===== config.mk =====
export PLATFORM = sky130hd
export DESIGN_NAME = ppx_block_xfer
export DESIGN_NICKNAME = d
export VERILOG_FILES = /design/src/rtl/ppx_pkg.sv /design/src/rtl/ppx_nibble_merge.sv /design/src/rtl/ppx_hold_timer.sv /design/src/rtl/ppx_step_rom.sv /design/src/rtl/ppx_block_xfer.sv
export SDC_FILE = /design/constraint.sdc
export NUM_CORES = 1
export LEC_CHECK = 0
export BUFFER_PORTS_ARGS = -buffer_cell sky130_fd_sc_hd__buf_4
export CAP_MARGIN = 10
export CORE_ASPECT_RATIO = 0.8
export CORE_MARGIN = 5
export CORE_UTILIZATION = 43
export CTS_BUF_LIST = sky130_fd_sc_hd__clkbuf_16
export CTS_CLUSTER_DIAMETER = 40
export DETAILED_ROUTE_END_ITERATION = 6
export GPL_TIMING_DRIVEN = 0
export HOLD_SLACK_MARGIN = 0.08
export PLACE_DENSITY = 0.64
export SYNTH_ARGS = -nofsm -noshare
export SYNTH_HDL_FRONTEND = slang
export SYNTH_SLANG_ARGS = --single-unit

===== constraint.sdc =====
create_clock -name clk -period 6 [get_ports clk]
set_input_delay 1.2 -clock clk [delete_from_list [all_inputs] [get_ports clk]]
set_output_delay 1.2 -clock clk [all_outputs]
set_load 0.005 [all_outputs]

===== src/rtl/ppx_pkg.sv =====
package ppx_pkg;
  localparam int BYTE_W = 8;
  localparam int CTRL_W = 6;
  localparam int SLOTS  = 4;
  localparam int SLOT_W = $clog2(SLOTS);
  localparam int IDX_W  = 4;

  typedef enum logic [3:0] {
    OP_END, OP_DRV_D, OP_DRV_C, OP_DRV_SLOT,
    OP_SMP_ST, OP_SMP_DT, OP_EMIT_RAW, OP_EMIT_MRG, OP_TAKE
  } op_e;

  typedef enum logic [1:0] {SEC_PRE, SEC_BODY, SEC_POST} sec_e;
  typedef enum logic [1:0] {XF_RD4, XF_RD8, XF_WR} xf_e;

  typedef struct packed {
    op_e               op;
    logic [BYTE_W-1:0] val;
    logic [SLOT_W-1:0] sa;
    logic [SLOT_W-1:0] sb;
  } step_t;

  function automatic step_t mk(op_e o, logic [BYTE_W-1:0] v,
                               logic [SLOT_W-1:0] a, logic [SLOT_W-1:0] b);
    step_t s;
    s.op = o; s.val = v; s.sa = a; s.sb = b;
    return s;
  endfunction
endpackage


===== src/rtl/ppx_nibble_merge.sv =====
module ppx_nibble_merge
  import ppx_pkg::*;
(
  input  logic [BYTE_W-1:0] lo_smp,
  input  logic [BYTE_W-1:0] hi_smp,
  output logic [BYTE_W-1:0] merged
);
  localparam int NIB = BYTE_W / 2;
  always_comb merged = {hi_smp[BYTE_W-1 -: NIB], lo_smp[BYTE_W-1 -: NIB]} ^ 8'h88;
endmodule


===== src/rtl/ppx_hold_timer.sv =====
module ppx_hold_timer #(
  parameter int HOLD_W = 8
) (
  input  logic              clk,
  input  logic              rst_n,
  input  logic              load,
  input  logic [HOLD_W-1:0] hold,
  output logic              active
);
  logic [HOLD_W-1:0] cnt_q;
  always_ff @(posedge clk) begin
    if (!rst_n)           cnt_q <= '0;
    else if (load)        cnt_q <= hold;
    else if (cnt_q != '0) cnt_q <= cnt_q - 1'b1;
  end
  assign active = (cnt_q != '0);
endmodule


===== src/rtl/ppx_step_rom.sv =====
module ppx_step_rom
  import ppx_pkg::*;
(
  input  xf_e              xf,
  input  sec_e             sec,
  input  logic [IDX_W-1:0] idx,
  output step_t            st
);
  logic [BYTE_W-1:0] open_d;
  always_comb begin
    unique case (xf)
      XF_RD4:  open_d = 8'h48;
      XF_RD8:  open_d = 8'h58;
      default: open_d = 8'h88;
    endcase
  end

  always_comb begin
    st = mk(OP_END, 8'h00, 2'd0, 2'd0);
    unique case (sec)
      SEC_PRE: begin
        unique case (idx)
          4'd0:    st = mk(OP_DRV_D, open_d, 2'd0, 2'd0);
          4'd1:    st = mk(OP_DRV_C, 8'h0E, 2'd0, 2'd0);
          4'd2:    st = mk(OP_DRV_C, 8'h06, 2'd0, 2'd0);
          default: st = mk(OP_END, 8'h00, 2'd0, 2'd0);
        endcase
      end
      SEC_BODY: begin
        unique case (xf)
          XF_RD4: begin
            unique case (idx)
              4'd0:    st = mk(OP_DRV_C, 8'h07, 2'd0, 2'd0);
              4'd1:    st = mk(OP_DRV_C, 8'h06, 2'd0, 2'd0);
              4'd2:    st = mk(OP_DRV_C, 8'h02, 2'd0, 2'd0);
              4'd3:    st = mk(OP_SMP_ST, 8'h00, 2'd0, 2'd0);
              4'd4:    st = mk(OP_DRV_D, 8'h58, 2'd0, 2'd0);
              4'd5:    st = mk(OP_SMP_ST, 8'h00, 2'd1, 2'd0);
              4'd6:    st = mk(OP_DRV_C, 8'h00, 2'd0, 2'd0);
              4'd7:    st = mk(OP_SMP_ST, 8'h00, 2'd2, 2'd0);
              4'd8:    st = mk(OP_DRV_D, 8'h48, 2'd0, 2'd0);
              4'd9:    st = mk(OP_SMP_ST, 8'h00, 2'd3, 2'd0);
              4'd10:   st = mk(OP_EMIT_MRG, 8'h00, 2'd3, 2'd2);
              4'd11:   st = mk(OP_EMIT_MRG, 8'h00, 2'd0, 2'd1);
              default: st = mk(OP_END, 8'h00, 2'd0, 2'd0);
            endcase
          end
          XF_RD8: begin
            unique case (idx)
              4'd0:    st = mk(OP_DRV_C, 8'h27, 2'd0, 2'd0);
              4'd1:    st = mk(OP_DRV_C, 8'h26, 2'd0, 2'd0);
              4'd2:    st = mk(OP_DRV_C, 8'h22, 2'd0, 2'd0);
              4'd3:    st = mk(OP_SMP_DT, 8'h00, 2'd0, 2'd0);
              4'd4:    st = mk(OP_DRV_C, 8'h20, 2'd0, 2'd0);
              4'd5:    st = mk(OP_SMP_DT, 8'h00, 2'd1, 2'd0);
              4'd6:    st = mk(OP_EMIT_RAW, 8'h00, 2'd1, 2'd0);
              4'd7:    st = mk(OP_EMIT_RAW, 8'h00, 2'd0, 2'd0);
              default: st = mk(OP_END, 8'h00, 2'd0, 2'd0);
            endcase
          end
          default: begin
            unique case (idx)
              4'd0:    st = mk(OP_TAKE, 8'h00, 2'd0, 2'd0);
              4'd1:    st = mk(OP_TAKE, 8'h00, 2'd1, 2'd0);
              4'd2:    st = mk(OP_DRV_SLOT, 8'h00, 2'd1, 2'd0);
              4'd3:    st = mk(OP_DRV_C, 8'h0E, 2'd0, 2'd0);
              4'd4:    st = mk(OP_DRV_C, 8'h06, 2'd0, 2'd0);
              4'd5:    st = mk(OP_DRV_SLOT, 8'h00, 2'd0, 2'd0);
              4'd6:    st = mk(OP_DRV_C, 8'h07, 2'd0, 2'd0);
              4'd7:    st = mk(OP_DRV_C, 8'h06, 2'd0, 2'd0);
              default: st = mk(OP_END, 8'h00, 2'd0, 2'd0);
            endcase
          end
        endcase
      end
      default: begin
        if (xf == XF_RD8) begin
          unique case (idx)
            4'd0:    st = mk(OP_DRV_C, 8'h26, 2'd0, 2'd0);
            4'd1:    st = mk(OP_DRV_C, 8'h0C, 2'd0, 2'd0);
            default: st = mk(OP_END, 8'h00, 2'd0, 2'd0);
          endcase
        end else begin
          unique case (idx)
            4'd0:    st = mk(OP_DRV_C, 8'h0C, 2'd0, 2'd0);
            default: st = mk(OP_END, 8'h00, 2'd0, 2'd0);
          endcase
        end
      end
    endcase
  end
endmodule


===== src/rtl/ppx_block_xfer.sv =====
module ppx_block_xfer
  import ppx_pkg::*;
#(
  parameter int CNT_W  = 16,
  parameter int HOLD_W = 8
) (
  input  logic              clk,
  input  logic              rst_n,
  input  logic              start,
  input  logic              dir_write,
  input  logic              mode8,
  input  logic [CNT_W-1:0]  byte_count,
  input  logic [HOLD_W-1:0] hold_cycles,
  output logic              busy,
  output logic              done,
  output logic [7:0]        rd_tdata,
  output logic              rd_tvalid,
  input  logic              rd_tready,
  input  logic [7:0]        wr_tdata,
  input  logic              wr_tvalid,
  output logic              wr_tready,
  output logic [7:0]        pp_data_out,
  output logic [5:0]        pp_ctrl_out,
  input  logic [7:0]        pp_status_in,
  input  logic [7:0]        pp_data_in
);
  localparam int PAIR_W = CNT_W - 1;

  logic              busy_q, done_q;
  xf_e               xf_q;
  sec_e              sec_q;
  logic [IDX_W-1:0]  idx_q;
  logic [PAIR_W-1:0] pairs_q;
  logic [BYTE_W-1:0] slot_q [SLOTS];
  logic [BYTE_W-1:0] pp_data_q;
  logic [CTRL_W-1:0] pp_ctrl_q;

  step_t             st;
  logic              hold_active, go, drive_step;
  logic [BYTE_W-1:0] merged;

  ppx_step_rom u_rom (.xf(xf_q), .sec(sec_q), .idx(idx_q), .st(st));

  ppx_hold_timer #(.HOLD_W(HOLD_W)) u_hold (
    .clk(clk), .rst_n(rst_n), .load(drive_step),
    .hold(hold_cycles), .active(hold_active)
  );

  ppx_nibble_merge u_merge (
    .lo_smp(slot_q[st.sa]), .hi_smp(slot_q[st.sb]), .merged(merged)
  );

  assign go         = busy_q && !hold_active;
  assign drive_step = go && (st.op inside {OP_DRV_D, OP_DRV_C, OP_DRV_SLOT});
  assign rd_tvalid  = go && (st.op inside {OP_EMIT_RAW, OP_EMIT_MRG});
  assign rd_tdata   = (st.op == OP_EMIT_MRG) ? merged : slot_q[st.sa];
  assign wr_tready  = go && (st.op == OP_TAKE);
  assign busy        = busy_q;
  assign done        = done_q;
  assign pp_data_out = pp_data_q;
  assign pp_ctrl_out = pp_ctrl_q;

  always_ff @(posedge clk) begin
    if (!rst_n) begin
      busy_q    <= 1'b0;
      done_q    <= 1'b0;
      xf_q      <= XF_RD4;
      sec_q     <= SEC_PRE;
      idx_q     <= '0;
      pairs_q   <= '0;
      pp_data_q <= 8'h00;
      pp_ctrl_q <= 6'h0C;
      for (int i = 0; i < SLOTS; i++) slot_q[i] <= '0;
    end else begin
      done_q <= 1'b0;
      if (!busy_q) begin
        if (start) begin
          busy_q  <= 1'b1;
          xf_q    <= dir_write ? XF_WR : (mode8 ? XF_RD8 : XF_RD4);
          sec_q   <= SEC_PRE;
          idx_q   <= '0;
          pairs_q <= byte_count[CNT_W-1:1];
        end
      end else if (go) begin
        unique case (st.op)
          OP_DRV_D: begin
            pp_data_q <= st.val;
            idx_q     <= idx_q + 1'b1;
          end
          OP_DRV_SLOT: begin
            pp_data_q <= slot_q[st.sa];
            idx_q     <= idx_q + 1'b1;
          end
          OP_DRV_C: begin
            pp_ctrl_q <= st.val[CTRL_W-1:0];
            idx_q     <= idx_q + 1'b1;
          end
          OP_SMP_ST: begin
            slot_q[st.sa] <= pp_status_in;
            idx_q         <= idx_q + 1'b1;
          end
          OP_SMP_DT: begin
            slot_q[st.sa] <= pp_data_in;
            idx_q         <= idx_q + 1'b1;
          end
          OP_EMIT_RAW, OP_EMIT_MRG: begin
            if (rd_tready) idx_q <= idx_q + 1'b1;
          end
          OP_TAKE: begin
            if (wr_tvalid) begin
              slot_q[st.sa] <= wr_tdata;
              idx_q         <= idx_q + 1'b1;
            end
          end
          default: begin
            idx_q <= '0;
            unique case (sec_q)
              SEC_PRE:  sec_q <= (pairs_q != '0) ? SEC_BODY : SEC_POST;
              SEC_BODY: begin
                pairs_q <= pairs_q - 1'b1;
                if (pairs_q == PAIR_W'(1)) sec_q <= SEC_POST;
              end
              default: begin
                busy_q <= 1'b0;
                done_q <= 1'b1;
              end
            endcase
          end
        endcase
      end
    end
  end
endmodule


# After elaboration in Yosys (flattened, before gate mapping)
# Memories as Yosys holds them, arrays and structs flattened. A register that Yosys moved wholly into a read port is not among the register bits.
# Cells that the tools add are included.
# W data, S select, Z words.
# totals
regBits	47
mem_bits_rw	32
mem_bits_ro	336
in_bits	55
out_inout_bits	26
word_cells	136
n_memories	4
# mem_list
name	depth	width	rd	rd_ports_with_merged_regs	wr	line	rtl
(name not given)	16	13	1	1	0	ppx_step_rom.sv:32	unique case (idx)
(name not given)	8	8	1	1	0	ppx_step_rom.sv:49	unique case (idx)
(name not given)	8	8	1	1	0	ppx_step_rom.sv:62	unique case (idx)
slot_q	4	8	2	0	4	ppx_block_xfer.sv:34	logic [BYTE_W-1:0] slot_q [SLOTS];
# classes
addsub	3
eq_ne	20
muxes	67
bitwise	6
n_reduce_logical	27
# ops
cell	n
$mux W15	5
$pmux W16 S2	2
$mux W16	3
$mux W8	6
$pmux W14 S3	1
$pmux W8 S2	2
$mux W4	7
$pmux W14 S2	1
$mux W1	25
$eq A4 B3 Y1 const B	4
$mux W2	8
$reduce_or A8 Y1	2
$eq A15 B1 Y1 const B	1
$reduce_bool A15 Y1	1
$sub A15 B1 Y15 const B	1
$mux W14	1
$eq A4 B2 Y1 const B	3
$mux W3	4
$pmux W4 S3	1
$reduce_or A11 Y1	1
$ne A3 B3 Y1 const B	3
$eq A4 B1 Y1 const B	2
$reduce_and A4 Y1	2
$reduce_bool A2 Y1	4
22 further kinds	33

# Depth between registers and ports, before layout
# depth
word_depth	14
mapped_depth	15

# Cells and area by module
# Synthesis repeated with hierarchy kept, for this count alone.
# unflattened
cells_unflattened	576
hier_area_um2	5257.5
# modules_own_cells
module	instances	cells_per_inst	area_per_inst_um2	seq_area_each_um2
ppx_block_xfer	1	403	3980.1	1741.7
ppx_step_rom	1	111	744.5	0.0
ppx_hold_timer	1	54	480.5	160.2
ppx_nibble_merge	1	8	52.6	0.0

# Least setup slack after synthesis
# OpenSTA, ideal clock, no wires.
# synth_timing
kind	register to output
from	reg xf_q[0]
to	out rd_tdata[2]
arrival_time_ns	2.221
t_required_ns	4.800
path_slack_ns	2.579
stages_incl_launch_ff	8
path_cell_list	dfxtp_1 buf_4 nor2_1 and2_0 o21ai_0 buf_2 mux4_2 mux2_2
# synth_between
elab_chain_len	5
# synth_lines
element	line	rtl
from (decl)	ppx_block_xfer.sv:30	xf_e xf_q;
from (signal assigned)	ppx_block_xfer.sv:79	xf_q <= dir_write ? XF_WR : (mode8 ? XF_RD8 : XF_RD4);
$eq A2 B1 Y1 / $logic_not A2 Y1 (equally long branches)	ppx_step_rom.sv:30, ppx_step_rom.sv:77	
$pmux W16 S2 / $mux W16 (equally long branches)	ppx_step_rom.sv:30, ppx_step_rom.sv:77	
$pmux W16 S2 *	ppx_step_rom.sv:20	unique case (sec)
$mem_v2 Z4 W8 / $eq A4 B3 Y1 (equally long branches)	-	
$mux W8 *	ppx_block_xfer.sv:56	assign rd_tdata = (st.op == OP_EMIT_MRG) ? merged : slot_q[st.sa];
to (decl)	ppx_block_xfer.sv:16	output logic [7:0] rd_tdata,
# Mark *: on every way between the ends. The rest lies on a longest branch, timed or not.

# Worst setup path after layout
# layout_timing
from	reg sec_q[0]
to	out rd_tdata[2]
# layout_between
elab_chain_len	4
# layout_lines
element	line	rtl
from (decl)	ppx_block_xfer.sv:31	sec_e sec_q;
from (signal assigned)	ppx_block_xfer.sv:118	SEC_PRE: sec_q <= (pairs_q != '0) ? SEC_BODY : SEC_POST;
$eq A2 B1 Y1 / $logic_not A2 Y1 (equally long branches)	ppx_step_rom.sv:20	
$pmux W16 S2 *	ppx_step_rom.sv:20	
$mem_v2 Z4 W8 / $eq A4 B3 Y1 (equally long branches)	-	
$mux W8 *	ppx_block_xfer.sv:56	
# Marked as above.

==> reports/results.ini <==
[run_status]
status = complete, no violations

[critical_path]
crit_arrival_ps = 3280
worstPathRequired_ps = 4800
start_kind = register
worst-path-max-fanout = 10
critPathCaptureType = primary output
critPathKind = register to primary output

[die]
start_util = 0.438
die-area_sq_um = 16300
rows = 38
io_pins = 81
die_h_um = 115
core-area_sq_um = 13600
fp.dieW_um = 141

[finish]
areaGrowthSynthToFinish_pct = 19.2
num_antenna_cells = 0
n_fill_cell = 1236
layout-drive-gt1-share = 0.234
fin_nets = 797

[logic_synthesis]
synth_adder_area_share = 0.0274
yosys.area_share.simple = 0.230
synth_seq_area_share = 0.408
synth_top_area_share = 0.246
synth_edf_count = 32
synthCells = 638
synth_compound_area_frac = 0.183
synth.area.top_cells = dfxtp_1 25%, edfxtp_1 16%, nor2_1 4.0%
yosysTopAreaCell = dfxtp_1
synth-xor-area-share = 0.00885
synth_top_family_by_area = simple AND/OR/NAND/NOR gates
synth_area_sq_um = 5940
ys_async_sr_fraction = 0
synth_flop_cell = dfxtp_1
ys_types = 86
yosys-mux-area-fraction = 0.0992
ys_warn_count = 0
synth_nets = 706
synth-seq-cells = 105
avgSynthCellArea_sq_um = 9.31

[grt]
grt-ovfl-total = 0
grt_pass1_wl_um = 27300
antenna_found_initial = 0
grt_usage = 0.212
grt_pass1_vias = 5094
grt_max_degree = 20

[sta]
rsz0062_at_grt = no
whs_ps = 499
drv_slew = 0
fmax_ghz = 0.223
setup_viol = 0
hold_viol = 0
period_minus_slack_ps = 4480
tightest_slew_ps = 894
setup_tns_ps = 0
relSlewSlack = 0.399
skew_ps = 7.62
timing.final.crit_share = 0.747

[drt]
ant_nets = 0
post-route-drc-count = 0
drtIter0Drc = 500
routed_wl_um = 16900
wl_per_cell_um = 18.5
num_vias = 5313
drt_first_pass_iters = 5
via_per_inst = 5.81

[clocking]
clock_sinks = 105
clk_latency_ps = 360
htreeDepth = 3
ctsHoldBuffers = 0
clockBufferDepth = 2
root_buffer = clkbuf_16
path_clk_slew_ps = 70
cts_buffers = 9
tritoncts = done
post_cts_resized = 0
post_cts_buffers = 0

[place]
dp_hpwl_um = 12900
gp_congestion = 0.933
port-buffer-count = 79

[min_path]
hold_class = register to register

[power_and_ir_drop]
ir_worst_vdd_mv = 0.179
leakagePower_nw = 2.68
power_frac_clock = 0.309
p_comb_frac = 0.272
switching_share = 0.321
pwr-share-seq = 0.419
p_int_mw = 1.35
p_per_area_nw_per_um2 = 281
p_sw_uw = 638

[run]
max-cap-violations = 0

synth_stat cells, drive strengths merged, types with 8 or more instances:
library cell and n:
a211oi 8, clkbuf 25, o21ai 29, mux4 8, buf 13, nand3 17, nand2 60, mux2 17
nor2 65, and3 8, nor3 46, inv 18, edfxtp 32, nand3b 10, nand2b 9, dfxtp 73
mux2i 21, a21oi 44, ha 13
kinds of logic after synthesis:
group / count (synthesis)
AO/OA/AOI/OAI: 152
AND/OR/NAND/NOR: 260
XOR/XNOR: 6
multiplexers: 46
flip-flops: 105
adder cells (fa/ha/maj): 13
buffers and inverters: 56
metal layers:
| layer | vias up | track usage | wire, um | part of all wire |
|---|---|---|---|---|
| li1 | 2534 | - | - | - |
| met5 | - | 0 | 0 | 0 |
| met3 | 16 | 0.0486 | 1310 | 0.078 |
| met2 | 191 | 0.311 | 7190 | 0.43 |
| met4 | 0 | 0.0518 | 231 | 0.014 |
| met1 | 2572 | 0.317 | 8160 | 0.48 |
worst max-delay path, stage by stage (launching register included):
cell and delay [ps]:
dfxtp_1 440, nor2b_1 330, clkbuf_1 520, o21ai_0 360, buf_2 320, mux4_2 520
mux2_2 290, buf_4 140
per-stage QoR:
step / setup WS (ps) / power (mW) / instances / instance area [sq um] / utilization
after global placement: 1980 / 1.37 / 897 / 6760 / 0.499
final: 1520 / 1.99 / 914 / 7080 / 0.522
after detailed placement: 1960 / 1.38 / 898 / 6770 / 0.499
after global routing: 1210 / 2.09 / 914 / 7080 / 0.522
after CTS: 1560 / 1.99 / 914 / 7080 / 0.522
after floorplan: 2580 / 1.23 / 638 / 5940 / -
power groups by stage:
stage | Combinational [mW] | Clock [mW] | Sequential, mW
after global placement | 0.523 | 0 | 0.845
after detailed placement | 0.534 | 0 | 0.848
after CTS | 0.537 | 0.624 | 0.832
after floorplan | 0.392 | 0 | 0.837
after global routing | 0.601 | 0.652 | 0.840
final | 0.542 | 0.614 | 0.833
placed cells by master, fill, tap and decap left out, types with 9 or more instances in the layout:
cell       netlist  routed
a21oi_1         44      44
nand2b_1         9       9
buf_4            3      83
mux2_2          15      15
o21ai_0         27      27
clkbuf_1        24      24
inv_1           17      17
nor2_1          63      63
nand2_1         58      58
nor3_1          43      43
edfxtp_1        32      32
nand3_1         16      16
mux2i_1         21      21
dfxtp_1         73      73
ha_1            13      13
clkbuf_16        0       9
nand3b_1         9       9
cell type report:
type                    instances  area, sq um  share of cell area
repair buffers                 80          601              0.0849
clock buffers                   9          225              0.0318
well taps                     180          225              0.0318
inverters                      18         67.6             0.00955
multi-input cells             477         3260               0.460
clock inverters                 7         87.6              0.0124
flip-flops and latches        105         2420               0.342
plain buffers                  38          193              0.0272
path summary, 6_finish.rpt:
kind                      end       start  cells after the start  slack, ps
setup / recovery  rd_tdata[2]    sec_q[0]                      7       1520
hold / removal     pairs_q[1]  pairs_q[1]                      2        500
setup reg to reg     register    idx_q[0]                     12       2070
hold reg to reg    pairs_q[1]  pairs_q[1]                      2        500
Power figures use the tool's default switching activity.
